File: src/rtl/uart_irq_pkg.sv
package uart_irq_pkg;
  localparam int N_SRC = 7;
  localparam int ISR_W = 8;
  localparam int CODE_W = 6;

  typedef enum int {
    SRC_LINE  = 0,
    SRC_RXRDY = 1,
    SRC_RXTO  = 2,
    SRC_THRE  = 3,
    SRC_MODEM = 4,
    SRC_XOFF  = 5,
    SRC_FLOW  = 6
  } src_e;

  // sources gated by the extended-features switch
  localparam logic [N_SRC-1:0] EXT_MASK    = N_SRC'((1 << SRC_XOFF) | (1 << SRC_FLOW));
  // sources cleared by a release event instead of a read
  localparam logic [N_SRC-1:0] STICKY_MASK = N_SRC'(1 << SRC_XOFF);

  function automatic logic [CODE_W-1:0] src_code(input int idx);
    case (idx)
      SRC_LINE:  src_code = 6'h06;
      SRC_RXRDY: src_code = 6'h04;
      SRC_RXTO:  src_code = 6'h0C;
      SRC_THRE:  src_code = 6'h02;
      SRC_MODEM: src_code = 6'h00;
      SRC_XOFF:  src_code = 6'h10;
      SRC_FLOW:  src_code = 6'h20;
      default:   src_code = 6'h00;
    endcase
  endfunction
endpackage

File: src/rtl/irq_pend_bank.sv
module irq_pend_bank #(
  parameter int N = 7,
  parameter logic [N-1:0] STICKY = '0
) (
  input  logic         clk_i,
  input  logic         rst_ni,
  input  logic [N-1:0] set_i,
  input  logic [N-1:0] ack_i,
  input  logic         rel_i,
  output logic [N-1:0] pend_o
);
  for (genvar i = 0; i < N; i++) begin : g_src
    logic clr;
    if (STICKY[i]) begin : g_sticky
      assign clr = rel_i;
    end else begin : g_plain
      assign clr = ack_i[i];
    end
    // set wins over a same-cycle clear
    always_ff @(posedge clk_i or negedge rst_ni) begin
      if (!rst_ni) pend_o[i] <= 1'b0;
      else         pend_o[i] <= set_i[i] | (pend_o[i] & ~clr);
    end
  end
endmodule

File: src/rtl/irq_prio_pick.sv
module irq_prio_pick #(
  parameter int N = 7
) (
  input  logic [N-1:0] req_i,
  output logic [N-1:0] grant_o,
  output logic         any_o
);
  always_comb begin
    grant_o = '0;
    for (int i = N - 1; i >= 0; i--) begin
      if (req_i[i]) grant_o = N'(1) << i;
    end
  end
  assign any_o = |req_i;
endmodule

File: src/rtl/uart_irq_ident.sv
module uart_irq_ident
  import uart_irq_pkg::*;
(
  input  logic             clk_i,
  input  logic             rst_ni,
  input  logic [N_SRC-1:0] src_set_i,
  input  logic [N_SRC-1:0] src_en_i,
  input  logic             ext_en_i,
  input  logic             fifo_en_i,
  input  logic             rd_i,
  input  logic             xon_i,
  output logic [ISR_W-1:0] isr_o,
  output logic             irq_o
);
  logic [N_SRC-1:0]  pend_q, gated, grant, ack;
  logic              any;
  logic [CODE_W-1:0] code;
  logic [ISR_W-1:0]  live;

  irq_pend_bank #(.N(N_SRC), .STICKY(STICKY_MASK)) u_bank (
    .clk_i  (clk_i),
    .rst_ni (rst_ni),
    .set_i  (src_set_i),
    .ack_i  (ack),
    .rel_i  (xon_i),
    .pend_o (pend_q)
  );

  assign gated = pend_q & src_en_i & (ext_en_i ? '1 : ~EXT_MASK);

  irq_prio_pick #(.N(N_SRC)) u_pick (
    .req_i   (gated),
    .grant_o (grant),
    .any_o   (any)
  );

  always_comb begin
    code = '0;
    for (int i = 0; i < N_SRC; i++) begin
      if (grant[i]) code = code | src_code(i);
    end
  end

  assign live  = {{2{fifo_en_i}}, code[CODE_W-1:1], ~any};
  assign ack   = rd_i ? grant : '0;
  assign irq_o = any;

  always_ff @(posedge clk_i or negedge rst_ni) begin
    if (!rst_ni)   isr_o <= 8'h01;
    else if (rd_i) isr_o <= live;
  end
endmodule

File: config.mk
export PLATFORM = sky130hd
export DESIGN_NAME = uart_irq_ident
export DESIGN_NICKNAME = d
export VERILOG_FILES = /design/src/rtl/uart_irq_pkg.sv /design/src/rtl/irq_pend_bank.sv /design/src/rtl/irq_prio_pick.sv /design/src/rtl/uart_irq_ident.sv
export SDC_FILE = /design/constraint.sdc
export NUM_CORES = 1
export LEC_CHECK = 0
export ABC_AREA = 1
export BUFFER_PORTS_ARGS = -buffer_cell sky130_fd_sc_hd__buf_2
export CAP_MARGIN = 10
export CORE_UTILIZATION = 48
export DETAILED_ROUTE_END_ITERATION = 8
export PLACE_DENSITY = 0.79
export RECOVER_POWER = 50
export SLEW_MARGIN = 20
export SYNTH_ARGS = -nofsm -noshare
export SYNTH_HDL_FRONTEND = slang
export SYNTH_SLANG_ARGS = --single-unit
export TNS_END_PERCENT = 10
File: constraint.sdc
create_clock -name clk_i -period 1.75 [get_ports clk_i]
set_clock_uncertainty 0.15 [all_clocks]
set_input_delay 0.2625 -clock clk_i [delete_from_list [all_inputs] [get_ports clk_i]]
set_output_delay 0.2625 -clock clk_i [all_outputs]
set_load 0.01 [all_outputs]
==> flow_metrics.tcl, run 1 <==
set metrics [dict create \
    post_cts_buffers 0 \
    timing.final.ws_setup_ns 0.128 \
    netlist_area_um2 657 \
    via_per_inst 4.66 \
    drc 0 \
    io_pins 29 \
    grt_pass1_vias 466 \
    antenna_found_initial 0 \
    grt.total_usage_pct 21.3 \
    dr.pass1.iters 4 \
    min_period_over_period_pct 92.7 \
    drt_iter0_markers 9 \
    setup_violations 0 \
    min_period_ns 1.62 \
    coreArea_um2 1190 \
    dp_slack_ns 0.420 \
    ctsRootBufferMaster "clkbuf_4" \
    p_leak_nw 0.489 \
    hold_class "in -> reg" \
    wl_mm 1.33 \
    synth_simple_gate_area_share_pct 29.7 \
    min_to "u_bank.pend_o[6]" \
    path_max_fanout 4 \
    num-nets-final 133 \
    clock_latency_ns 0.28 \
    ir_drop_mv 0.490 \
    synth_fa_ha_area_share_pct 0 \
    synthCells 77 \
    syn2layout_area_growth_pct 31.8 \
    arrival_ns 1.21 \
    relSlewSlack_pct 50.4 \
    cts.clk_slew.worst_paths_ns 0.08 \
    critPathCaptureType "output pin" \
    clockBufferDepth 2 \
    start_kind "flop" \
    die-area_um2 1520 \
    max-cap-violations 0 \
    row_count 12 \
    worst_pin_slew_ns 0.744 \
    dp_hpwl_um 961 \
    drtAntennaViolNets 0 \
    r2r_slack_ns 0.47 \
    avgRoutedWirePerCell_um 10.5 \
    drive_gt1_share_pct 33.9 \
    r2r_cells 6 \
    min_from "src_set_i[6]" \
    die_h_um 39.0 \
    outcome "complete, no violations" \
    final_common_cell "buf_2" \
    ys_seq_area_share_pct 53.5 \
    syn_nets 97 \
    ys_seq_elements 14 \
    grt_first_pass_wirelength_mm 2.01 \
    synth_xor_area_share_pct 0 \
    numClockSinks 14 \
    path_class "reg -> out" \
    yosysWarnings 0 \
    initial_core_util_pct 55.4 \
    vias 587 \
    cts_buffers 3 \
    synth_top_family_by_area "simple AND/OR/NAND/NOR gates" \
    report.final.slew_viol_count 0 \
    power_density_nw_per_um2 753 \
    power_uw 652 \
    worstHoldPathCells 3 \
    portBuffers 28 \
    htreeDepth 1 \
    die_w_um 39.0 \
    antenna_cells 0 \
    r2r_start "u_bank.pend_o[0]" \
    gp_congestion 0.732 \
    grt_setup_unrepaired "no" \
    final-hold-violation-count 0 \
    post-route-util_pct 73.0 \
    grt_max_degree 15 \
    synth_mux_area_share_pct 0 \
    required_ns 1.34 \
    postSynthAreaPerCell_um2 8.53 \
    placed_cell_area_um2 796 \
    synth_cell_types 18 \
    synth-compound-area-share_pct 8.19 \
    max_freq_ghz 0.617 \
    rr_endpoint "u_bank.pend_o[6]" \
    final_cell_mix "buf_2, nand2_1, dfrtp_1" \
    setup_tns_ns 0 \
    final_cell_area_um2 866 \
    grt_overflow 0 \
    tritoncts "built" \
]
through the flow:
stage	hold slack (ns)	cells
detailed placement	0.0283	117
finish	0.0145	126
floorplan	-0.183	77
global placement	0.0184	117
CTS	0.00167	122
global route	0.00761	126
state kept, by name, summed over array words and instances, names as in the netlist:
| name | flops |
|---|---|
| isr_o | 7 |
| u_bank.pend_o | 7 |
cell usage after synthesis:
library cell	instances	share of area (%)
nor2_4	1	1.7
nand2_1	26	15
inv_1	10	5.7
o21bai_1	1	1.1
nand2_2	3	2.9
o21ai_0	1	0.76
nor2_1	5	2.9
dfstp_2	1	4.0
a21o_1	3	3.4
buf_4	1	1.1
nand2_4	1	1.7
o21ai_2	1	1.3
dfrtp_1	13	50
nand3_1	5	3.8
nor2_2	1	0.95
buf_6	1	1.7
a21oi_1	2	1.5
nand4_1	1	0.95
how the worst max path moves through the flow:
stage / slack, ns / endpoint / cells past startpoint / startpoint
final: 0.13 / irq_o / 5 / u_bank.pend_o[0]
after detailed placement: 0.42 / irq_o / 6 / src_en_i[0]
after CTS: 0.11 / irq_o / 5 / u_bank.pend_o[2]
after floorplan: 0.58 / irq_o / 4 / u_bank.pend_o[2]
after global routing: 0.04 / irq_o / 5 / u_bank.pend_o[0]
after global placement: 0.44 / irq_o / 6 / src_en_i[2]
kinds of logic (layout without fill, tap and decap cells):
family | count (synthesis) | in the layout
flops | 14 | 14
simple gates | 43 | 43
compound gates | 8 | 8
buf+inv | 12 | 47
worst max-delay path, stage by stage, from the launching register on:
cell and delay (ns):
dfrtp_1 0.39, nand2_2 0.10, nand2_1 0.07, nor2_2 0.16
nand2_1 0.07, buf_2 0.13
cell type report:
type / instances / area, um^2
Tap cell: 14 / 17.5
Sequential cell: 14 / 352
Inverter: 10 / 37.5
Timing Repair Buffer: 33 / 189
Fill cell: 96 / 320
Multi-Input combinational cell: 51 / 244
Clock buffer: 4 / 26.3
power by group:
part	internal (mW)	switching, mW	total (mW)	leakage [nW]
clock	0.0884	0.102	0.191	0.0150
combinational	0.0498	0.0602	0.110	0.323
sequential	0.341	0.0102	0.351	0.151
metal layers:
layer | routed length (um) | part of all wire (%) | GRT usage [%] | up-vias
met1 | 575 | 43 | 25.8 | 260
met3 | 65 | 4.9 | 8.67 | 2
li1 | - | - | - | 307
met4 | 10 | 0.75 | 10.3 | 0
met5 | 0 | 0 | 0 | -
met2 | 677 | 51 | 32.5 | 18
timing repair:
action / 4_1_cts / 5_1_grt
hold buffers: 1 / 4
resized for setup: 0 / 1
hold endpoints to repair: 13 / 4
endpoints found under the setup margin: 0 / 1
No activity file was read; power rests on OpenSTA's default activity.
==> run 2: changes to the inputs <==
--- a/config.mk
+++ b/config.mk
@@ -11,7 +11,6 @@
 export CORE_UTILIZATION = 48
 export DETAILED_ROUTE_END_ITERATION = 8
 export PLACE_DENSITY = 0.79
-export RECOVER_POWER = 50
 export SLEW_MARGIN = 20
 export SYNTH_ARGS = -nofsm -noshare
 export SYNTH_HDL_FRONTEND = slang
==> constraint.sdc (replaced) <==
create_clock -name clk_i -period 2.1 [get_ports clk_i]
set_clock_uncertainty 0.15 [all_clocks]
set_input_delay 0.315 -clock clk_i [delete_from_list [all_inputs] [get_ports clk_i]]
set_output_delay 0.315 -clock clk_i [all_outputs]
set_load 0.01 [all_outputs]
==> run 2 against run 1 <==
  * Worst setup slack improved by 0.30 ns
  * Combinational power fell by 21%
  * Largest power group unchanged
  * Count of clock-buffer cells in the layout stayed put
  * Flip-flop and latch count is the same
==> flow_metrics.tcl, run 2 (synthesis gave the netlist of run 1 again) <==
set metrics [dict create \
    slowest_stage "dfrtp_1" \
    drc 0 \
    antenna_cells 0 \
    reg_top3 "isr_o x7, u_bank.pend_o x7" \
    min_to "u_bank.pend_o[5]" \
    post_cts_buffers 0 \
    crit_buf_inv 1 \
    final-hold-violation-count 0 \
    relSlewSlack_pct 79.0 \
    cts_resized 0 \
    via_per_inst 4.60 \
    drive_gt1_share_pct 37.0 \
    seq_power_share_pct 50.8 \
    grt_pass1_vias 536 \
    p_comb_share_pct 15.2 \
    grt_max_degree 15 \
    path_class "reg -> out" \
    power_density_nw_per_um2 685 \
    htreeDepth 1 \
    numClockSinks 14 \
    clock_latency_ns 0.27 \
    dp_slack_ns 0.674 \
    coreArea_um2 1190 \
    wl_mm 1.27 \
    syn2layout_area_growth_pct 28.2 \
    ctsRootBufferMaster "clkbuf_4" \
    netSwitchingPower_uw 150 \
    tritoncts "built" \
    arrival_ns 1.21 \
    final_cell_area_um2 842 \
    timing.final.ws_setup_ns 0.425 \
    post-route-util_pct 71.0 \
    cp_cell_sequence "nand2_1 > nand2_2 > nor2_2 > nand2_1 > buf_2" \
    fin_cells 122 \
    placed_cell_area_um2 796 \
    power_frac_clock_pct 34.1 \
    grt_setup_unrepaired "no" \
    die_w_um 39.0 \
    min_from "xon_i" \
    start_kind "flop" \
    cp_top_family "simple AND/OR/NAND/NOR gates" \
    row_count 12 \
    portBuffers 28 \
    grt_first_pass_wirelength_mm 2.11 \
    vias 561 \
    crit_top_cell "nand2_1" \
    final_common_cell "buf_2" \
    worst_pin_slew_ns 0.315 \
    gp_congestion 0.730 \
    io_pins 29 \
    report.final.slew_viol_count 0 \
    dr.pass1.iters 4 \
    die-area_um2 1520 \
    num-nets-final 129 \
    max_freq_ghz 0.597 \
    drt_iter0_markers 4 \
    avgRoutedWirePerCell_um 10.4 \
    p_leak_nw 0.482 \
    die_h_um 39.0 \
    cpPeakStageDelay_ns 0.38 \
    setup_tns_ns 0 \
    path_max_fanout 4 \
    r2r_slack_ns 0.91 \
    setup_violations 0 \
    max-cap-violations 0 \
    r2r_start "u_bank.pend_o[2]" \
    power.internal_uw 427 \
    cts.clk_slew.worst_paths_ns 0.09 \
    ir_drop_mv 0.434 \
    outcome "complete, no violations" \
    min_period_over_period_pct 79.8 \
    critPathCaptureType "output pin" \
    cts_buffers 3 \
    required_ns 1.63 \
    dp_hpwl_um 986 \
    clockBufferDepth 2 \
    hold_slack_ns 0.0549 \
    hold_class "in -> reg" \
    worstHoldPathCells 2 \
    netSwitchingFraction_pct 25.9 \
    antenna_found_initial 0 \
    r2r_cells 6 \
    grt.total_usage_pct 20.9 \
    grt_overflow 0 \
    place_inst 117 \
    min_period_ns 1.68 \
    initial_core_util_pct 55.4 \
    drtAntennaViolNets 0 \
    final_cell_mix "buf_2, nand2_1, dfrtp_1" \
    rr_endpoint "u_bank.pend_o[4]" \
    power_uw 577 \
]
run 2: cell count changes in the layout (fill, tap and decap cells not counted), sizes merged:
cell         previous run  this run
dlygate4sd3             5         1
buf                    27        28
clkbuf                  5         4
run 2: layout make-up:
class | instances | area, um^2
Clock buffer | 4 | 36.3
Fill cell | 94 | 344
Inverter | 10 | 37.5
Multi-Input combinational cell | 51 | 249
Sequential cell | 14 | 352
Tap cell | 14 | 17.5
Timing Repair Buffer | 29 | 150
run 2: worst max-delay path by stage:
stage	start	endpoint	cells past startpoint
finish	u_bank.pend_o[2]	irq_o	5
global route	u_bank.pend_o[2]	irq_o	5
CTS	u_bank.pend_o[2]	irq_o	5
detailed placement	src_en_i[2]	irq_o	6
global placement	src_en_i[2]	irq_o	6
floorplan	u_bank.pend_o[2]	irq_o	4
run 2: repair_timing:
item                                    4_1_cts  5_1_grt
endpoints found under the hold margin        13        0
endpoints found under the setup margin        0        0
hold buffers                                  1        0
run 2: power by group through the flow:
stage	clock network [mW]	registers [mW]	logic [mW]
2_1_floorplan	0	0.301	0.0458
3_3_place_gp	0	0.297	0.0846
3_5_place_dp	0	0.298	0.0866
4_1_cts	0.201	0.293	0.0886
5_1_grt	0.210	0.295	0.0995
6_report	0.196	0.293	0.0874
run 2: routing by layer:
layer / up-vias / track usage [%] / wire length (um) / part of all wire, %
li1: 297 / - / - / -
met1: 244 / 24.8 / 587 / 46
met2: 18 / 35.8 / 614 / 49
met3: 2 / 3.47 / 53 / 4.2
met4: 0 / 10.3 / 10 / 0.79
met5: - / 0 / 0 / 0
